**src/rtl/scbPkg.sv**
```systemverilog
package scbPkg;
  localparam int REG_COUNT = 32;
  localparam int IDX_W     = $clog2(REG_COUNT);
  localparam int NUM_UNITS = 3;
  localparam int UNIT_W    = $clog2(NUM_UNITS + 1);

  typedef logic [IDX_W-1:0] regIdx_t;

  typedef enum logic [UNIT_W-1:0] {
    UNIT_INT  = 2'd0,
    UNIT_FADD = 2'd1,
    UNIT_FMUL = 2'd2,
    UNIT_NONE = 2'd3
  } unitCode_e;

  // strobes from the decision logic to the busy/pipeline datapath
  typedef struct packed {
    logic                 setEn;
    regIdx_t              setIdx;
    logic [NUM_UNITS-1:0] unitLoad;
    regIdx_t              loadIdx;
  } scbStrobe_t;
endpackage

```
**src/rtl/scbControl.sv**
```systemverilog
module scbControl
  import scbPkg::*;
(
  input  logic                 issueValid,
  input  regIdx_t              srcA,
  input  regIdx_t              srcB,
  input  regIdx_t              dst,
  input  logic [UNIT_W-1:0]    unitSel,
  input  logic [REG_COUNT-1:0] busyVec,
  output logic                 issueGrant,
  output scbStrobe_t           strobe
);
  logic unitKnown;
  logic hazard;

  always_comb begin
    unitKnown  = (unitSel < UNIT_W'(NUM_UNITS));
    hazard     = busyVec[srcA] | busyVec[srcB] | busyVec[dst];
    issueGrant = issueValid & unitKnown & ~hazard;

    strobe.setEn    = issueGrant & (dst != '0);
    strobe.setIdx   = dst;
    strobe.loadIdx  = dst;
    strobe.unitLoad = '0;
    for (int u = 0; u < NUM_UNITS; u++) begin
      if (issueGrant && (unitSel == UNIT_W'(u))) strobe.unitLoad[u] = 1'b1;
    end
  end
endmodule

```
**src/rtl/scbUnitPipe.sv**
```systemverilog
module scbUnitPipe
  import scbPkg::*;
#(
  parameter int DEPTH = 3
) (
  input  logic    clk,
  input  logic    rstN,
  input  logic    load,
  input  regIdx_t loadIdx,
  output logic    wbValid,
  output regIdx_t wbIdx
);
  logic    validQ [DEPTH];
  regIdx_t idxQ   [DEPTH];

  always_ff @(posedge clk) begin
    if (!rstN) begin
      for (int s = 0; s < DEPTH; s++) begin
        validQ[s] <= 1'b0;
        idxQ[s]   <= '0;
      end
    end else begin
      validQ[0] <= load;
      idxQ[0]   <= loadIdx;
      for (int s = 1; s < DEPTH; s++) begin
        validQ[s] <= validQ[s-1];
        idxQ[s]   <= idxQ[s-1];
      end
    end
  end

  assign wbValid = validQ[DEPTH-1];
  assign wbIdx   = idxQ[DEPTH-1];
endmodule

```
**src/rtl/scbDatapath.sv**
```systemverilog
module scbDatapath
  import scbPkg::*;
#(
  parameter int LAT_INT  = 3,
  parameter int LAT_FADD = 5,
  parameter int LAT_FMUL = 6
) (
  input  logic                 clk,
  input  logic                 rstN,
  input  scbStrobe_t           strobe,
  output logic [REG_COUNT-1:0] busyVec,
  output logic [NUM_UNITS-1:0] wbStrobe
);
  regIdx_t              wbIdx [NUM_UNITS];
  logic [REG_COUNT-1:0] clrMask;
  logic [REG_COUNT-1:0] setMask;
  logic [REG_COUNT-1:0] busyQ;

  for (genvar u = 0; u < NUM_UNITS; u++) begin : gUnit
    localparam int DEPTH = (u == 0) ? LAT_INT : (u == 1) ? LAT_FADD : LAT_FMUL;
    scbUnitPipe #(.DEPTH(DEPTH)) uPipe (
      .clk     (clk),
      .rstN    (rstN),
      .load    (strobe.unitLoad[u]),
      .loadIdx (strobe.loadIdx),
      .wbValid (wbStrobe[u]),
      .wbIdx   (wbIdx[u])
    );
  end

  always_comb begin
    clrMask = '0;
    setMask = '0;
    for (int u = 0; u < NUM_UNITS; u++) begin
      if (wbStrobe[u]) clrMask[wbIdx[u]] = 1'b1;
    end
    if (strobe.setEn) setMask[strobe.setIdx] = 1'b1;
  end

  always_ff @(posedge clk) begin
    if (!rstN) busyQ <= '0;
    else       busyQ <= ((busyQ & ~clrMask) | setMask) & ~REG_COUNT'(1);
  end

  assign busyVec = busyQ;
endmodule

```
**src/rtl/regScoreboard.sv**
```systemverilog
module regScoreboard
  import scbPkg::*;
#(
  parameter int LAT_INT  = 3,
  parameter int LAT_FADD = 5,
  parameter int LAT_FMUL = 6
) (
  input  logic                 clk,
  input  logic                 rstN,
  input  logic                 issueValid,
  input  logic [IDX_W-1:0]     srcA,
  input  logic [IDX_W-1:0]     srcB,
  input  logic [IDX_W-1:0]     dst,
  input  logic [UNIT_W-1:0]    unitSel,
  output logic                 issueGrant,
  output logic [REG_COUNT-1:0] busyVec,
  output logic [NUM_UNITS-1:0] wbStrobe
);
  scbStrobe_t strobe;

  scbControl uCtrl (
    .issueValid (issueValid),
    .srcA       (srcA),
    .srcB       (srcB),
    .dst        (dst),
    .unitSel    (unitSel),
    .busyVec    (busyVec),
    .issueGrant (issueGrant),
    .strobe     (strobe)
  );

  scbDatapath #(
    .LAT_INT  (LAT_INT),
    .LAT_FADD (LAT_FADD),
    .LAT_FMUL (LAT_FMUL)
  ) uData (
    .clk      (clk),
    .rstN     (rstN),
    .strobe   (strobe),
    .busyVec  (busyVec),
    .wbStrobe (wbStrobe)
  );
endmodule

```
**config.mk**
```make
export PLATFORM = sky130hd
export DESIGN_NAME = regScoreboard
export DESIGN_NICKNAME = d
export VERILOG_FILES = /design/src/rtl/scbPkg.sv /design/src/rtl/scbControl.sv /design/src/rtl/scbUnitPipe.sv /design/src/rtl/scbDatapath.sv /design/src/rtl/regScoreboard.sv
export SDC_FILE = /design/constraint.sdc
export NUM_CORES = 1
export LEC_CHECK = 0
export BUFFER_PORTS_ARGS = -buffer_cell sky130_fd_sc_hd__buf_2
export CAP_MARGIN = 20
export CORE_MARGIN = 2
export CORE_UTILIZATION = 40
export DETAILED_ROUTE_END_ITERATION = 8
export PLACE_DENSITY_LB_ADDON = 0.3
export SETUP_SLACK_MARGIN = 0.02
export SKIP_CTS_REPAIR_TIMING = 1
export SLEW_MARGIN = 10
export SYNTH_ARGS = -nofsm -noshare
export SYNTH_HDL_FRONTEND = slang
export SYNTH_SLANG_ARGS = --single-unit
```
**constraint.sdc**
```tcl
create_clock -name clk -period 3.6 [get_ports clk]
set_input_delay 0.72 -clock clk [delete_from_list [all_inputs] [get_ports clk]]
set_output_delay 0.72 -clock clk [all_outputs]
set_load 0.05 [all_outputs]
```
==> results of run 1 <==
[through the flow]
step / util / std cells / area [um2]
after floorplan: - / 490 / 4370
after global placement: 0.438 / 655 / 4710
after detailed placement: 0.438 / 655 / 4710
after CTS: 0.454 / 671 / 4880
after global routing: 0.454 / 671 / 4880
final: 0.454 / 671 / 4880
[cells in the mapped netlist (5+ instances only)]
library cell  count  area, um2
o22ai_1          18        113
and2_1           41        257
o41ai_1           5       43.8
o41ai_2          10        163
or2_2             7       43.8
mux4_2           13        293
nand3_1          27        135
dfxtp_1          75       1500
nand4_1          12       75.1
buf_4             5       37.5
nor3b_1          13       97.6
a22oi_1          16        120
mux2i_1          16        160
nand2_1          48        180
buf_2             9       45.0
nand3b_1         13       97.6
clkbuf_1         22       82.6
or3_1            17        106
mux2_2            5       56.3
nor2b_1           8       50.1
nor2_1           43        161
o31ai_1          16        120
[flip-flops by register name, indices dropped and copies added (netlist names)]
| name | flops |
|---|---|
| uData.gUnit.uPipe.validQ | 14 |
| uData.gUnit.uPipe.idxQ | 30 |
| uData.busyVec | 31 |
[metal layers]
layer  track usage  share of wire  up-vias
met3        0.0500          0.083       60
met4         0.122          0.048        0
met2         0.379           0.45      215
met5             0              0        -
li1              -              -     1895
met1         0.318           0.42     1943
[cell type report]
class                           instances  area, um2  area share
Clock buffer                           10        128      0.0261
Clock inverter                          6       50.0      0.0102
Inverter                                1       3.75    0.000769
Multi-Input combinational cell        374       2670       0.547
Sequential cell                        75       1500       0.307
Tap cell                              140        175      0.0359
Timing Repair Buffer                   65        353      0.0723
[kinds of logic after synthesis]
family	count (synthesis)	share of synthesized area
and+or+nand+nor	255	0.319
buffers and inverters	41	0.0456
muxes	35	0.119
other	1	0.000860
AOI/OAI and AO/OA	83	0.171
DFF	75	0.344
[layout by cell type (no fill, tap or decap), types with 3 or more instances in the layout]
master,instances
dfxtp_1,75
buf_2,54
nand2_1,48
nor2_1,43
and2_1,41
nand3_1,27
o22ai_1,18
or3_1,17
mux2i_1,16
a22oi_1,16
o31ai_1,16
mux4_2,13
nor3b_1,13
nand3b_1,13
nand4_1,12
buf_4,11
o41ai_2,10
clkbuf_8,9
nor2b_1,8
or2_2,7
mux2_2,5
o41ai_1,5
nand2b_1,4
and3_1,4
nor3_1,3
nor4_1,3
or3b_2,3
o2111ai_1,3
[power by group through the flow]
stage	clock, uW	sequential, uW	combinational, uW
after detailed placement	0	875	170
final	589	856	173
after CTS	599	855	171
after global routing	639	857	187
after global placement	0	875	168
after floorplan	0	877	120
[worst max path at each step]
stage               slack (ps)          to  cells after the start
floorplan                   30  issueGrant                      7
global placement           170  issueGrant                      7
detailed placement         160  issueGrant                      7
CTS                        150  issueGrant                      7
global route                70  issueGrant                      7
finish                     160  issueGrant                      7
[worst reg2reg max path: stages (launching register included)]
cell	delay (ps)
dfxtp_1	400
mux4_2	500
a22o_1	250
a2111oi_4	330
o2111ai_4	180
buf_4	290
o41ai_1	460
==> flow_summary.yaml, run 1 <==
status:
  status: "completed"
routing:
  drt_pass1_iterations: 6
  via_per_inst: 6.13
  antenna_left: 0
  wl_um: 14100
  avgRoutedWirePerCell_um: 21.0
  drc: 0
  vias: 4113
  drt-initial-drc-count: 467
die:
  start_util: 0.406
  die_w_um: 108
  die_h_um: 108
  row_count: 38
  fp.coreArea_um2: 10700
  ios: 56
  dieArea_um2: 11800
power_and_ir_drop:
  peakVddDrop_mv: 0.164
  p_leak_uw: 0.00179
  p_per_area_nw_per_um2: 331
  p_comb_frac: 0.107
  finalPower_uw: 1620
  pwr-share-seq: 0.529
  power.switching_uw: 461
  pwr-share-clk: 0.364
  p_int_uw: 1160
  power_switching_share: 0.285
yosys:
  synth_nets: 510
  ys_warn_count: 0
  ys_seq_area_frac: 0.344
  syn_area_per_cell_um2: 8.90
  synth_edf_count: 0
  synth_area_um2: 4360
  synth_seq_cells: 75
  synth_flop_cell: "dfxtp_1"
  synthCells: 490
  synth_cell_type_count: 53
  synth-async-reset-ratio: 0
worst_setup_path:
  r2r_end: "uData.busyVec[16]"
  cp_num_buf_inv: 2
  r2r-start: "uData.busyVec[31]"
  slowest_delay_ps: 450
  cp-start-kind: "input pin"
  cpMaxStageDelayCell: "mux4_2"
  r2r_slack_ps: 1070
  crit_family: "multiplexers"
  cp-startpoint: "srcA[2]"
  worstPathRequired_ps: 2880
  cp_cell_sequence: "buf_2 > mux2_2 > mux4_2 > a32oi_1 > o211ai_1 > nor3_4 > buf_2"
  worstSetupPathType: "in -> out"
  crit_top_cell: "buf_2"
  critical_path.max_fanout: 13
  crit_arrival_ps: 2720
  rr_worst_depth: 6
  cp-end-kind: "output port"
sta:
  setup_viol: 0
  fin_crit_sh: 0.954
  period_needed_ps: 3440
  fmax_mhz: 291
  finalHoldViolCount: 0
  grt_setup_unrepaired: "false"
  whs_ps: 438
  worst_pin_slew_ps: 704
  worst_slack_ps: 164
  clock_skew_ps: 10.1
  setup_total_negative_slack_ps: 0
  slew-limit-headroom: 0.529
  maxSlewViolCount: 0
grt:
  grt_pass1_wl_um: 21300
  grt_pass1_vias: 3768
  antenna_found_initial: 0
  grt_max_degree: 50
  track_usage: 0.243
  overflow: 0
cells_and_area:
  drive_above_1_share: 0.234
  syn_to_final_growth_pct: 12.0
  antenna_cells: 0
  fillers: 1106
  final_net_count: 546
cts:
  cts-buffers-inserted: 9
  clk_pin_slew_ps: 80
  cts.sinks: 75
  cts_tree: "yes"
  cts_root_buf: "clkbuf_8"
  cts_htree_levels: 3
  clk_path_buf_depth: 2
  clock_latency_ps: 350
placed_design:
  place_ws_ps: 156
  gp_congestion: 0.942
  dp_hpwl_um: 10600
  io_buffers: 54
job:
  cap_violations: 0
hold_path:
  hold_start: "uData.gUnit[1].uPipe.validQ[0][1]"
  hold_end: "uData.gUnit[1].uPipe.validQ[0][2]"
  worstHoldPathCells: 1
  min_path_type: "reg -> reg"
Power figures use the tool's default switching activity.
==> run 2: changes to the inputs <==
Settings changed: GPL_TIMING_DRIVEN from default to 0, RECOVER_POWER from default to 50.
==> flow_summary.yaml, run 2 (synthesis results as in run 1) <==
sta:
  fmax_mhz: 286
  period_needed_ps: 3500
  worst_slack_ps: 98.8
  worst_pin_slew_ps: 672
  setup_viol: 0
  fin_crit_sh: 0.973
  grt_setup_unrepaired: "false"
  maxSlewViolCount: 0
  whs_ps: 435
  slew-limit-headroom: 0.551
  clock_skew_ps: 17.8
  finalHoldViolCount: 0
  setup_total_negative_slack_ps: 0
routing:
  drt_pass1_iterations: 8
  drc: 0
  avgRoutedWirePerCell_um: 20.6
  via_per_inst: 6.14
  vias: 4297
  drt-initial-drc-count: 523
  wl_um: 14400
  antenna_left: 0
power_and_ir_drop:
  p_per_area_nw_per_um2: 341
  p_leak_uw: 0.00170
  peakVddDrop_mv: 0.172
  finalPower_uw: 1720
cts:
  cts_htree_levels: 3
  cts-buffers-inserted: 9
  cts_tree: "yes"
  clock_latency_ps: 370
  cts_root_buf: "clkbuf_8"
  clk_path_buf_depth: 2
  cts.sinks: 75
  clk_pin_slew_ps: 80
grt:
  overflow: 0
  busiest_layer: "met2"
  met3_usage: 0.0506
  grt_util_met2: 0.386
  grt_pass1_wl_um: 22000
  met1_usage: 0.342
  antenna_found_initial: 0
  grt_max_degree: 15
  grt_pass1_vias: 3846
  track_usage: 0.253
job:
  cap_violations: 0
placed_design:
  gp_congestion: 0.961
  io_buffers: 49
  place_ws_ps: -402
  dp_hpwl_um: 10700
hold_path:
  hold_end: "uData.gUnit[2].uPipe.idxQ[0][12]"
  hold_start: "uData.gUnit[2].uPipe.idxQ[0][7]"
  min_path_type: "reg -> reg"
  worstHoldPathCells: 1
cells_and_area:
  largest_register_ffs: 31
  final_cell_mix: "dfxtp_1, clkbuf_1, nand2_1"
  utilization: 0.468
  antenna_cells: 0
  drive_above_1_share: 0.175
  syn_to_final_growth_pct: 15.2
  final_net_count: 575
  layout_commonest_cell: "dfxtp_1"
worst_setup_path:
  worstPathRequired_ps: 2880
  cp-end-kind: "output port"
  r2r_end: "uData.busyVec[31]"
  r2r-start: "uData.busyVec[16]"
  r2r_slack_ps: 1090
  cp-start-kind: "input pin"
  crit_arrival_ps: 2780
  cp-startpoint: "srcA[2]"
  rr_worst_depth: 7
  critical_path.max_fanout: 10
  worstSetupPathType: "in -> out"
status:
  status: "completed"
die:
  dieArea_um2: 11800
  row_count: 38
  die_w_um: 108
  start_util: 0.406
  die_h_um: 108
  ios: 56
  fp.coreArea_um2: 10700
==> run 2: area by class of cell <==
| class | instances | area, um2 |
|---|---|---|
| tap | 140 | 175 |
| clock buffer | 10 | 128 |
| clock inverter | 6 | 68.8 |
| timing repair buffer | 54 | 245 |
| inverter | 1 | 3.75 |
| sequential | 75 | 1500 |
| fill | 1072 | 5720 |
| multi-input combinational | 374 | 2690 |
| buffer | 40 | 211 |
==> run 2: how the worst max path moves through the flow <==
stage,endpoint,slack (ps),cells past startpoint
6_report,issueGrant,100,9
3_3_place_gp,issueGrant,-410,9
5_1_grt,issueGrant,20,9
2_1_floorplan,issueGrant,30,7
4_1_cts,issueGrant,-400,9
3_5_place_dp,issueGrant,-400,9
==> run 2: worst max-delay path, stage by stage <==
cell and delay, ps:
buf_2 130, buf_6 160, mux2_1 330, mux4_2 500, a32oi_1 160, o211ai_1 200
buf_4 220, nor3_4 170, buf_6 180
==> run 2: where the power goes <==
group | internal [uW] | switching [uW]
sequential | 842 | 10.2
clock | 326 | 340
combinational | 66.7 | 130
total | 1230 | 480
==> run 2: metal layers <==
metal	vias to the layer above	wire (um)
li1	1953	-
met1	2067	6100
met2	247	6590
met3	30	1270
met4	0	439
met5	-	0
==> run 2: stage by stage <==
step / instances / area (um2)
after detailed placement: 679 / 4790
after global placement: 679 / 4790
after global routing: 700 / 5020
final: 700 / 5020
after CTS: 695 / 4990
after floorplan: 490 / 4370
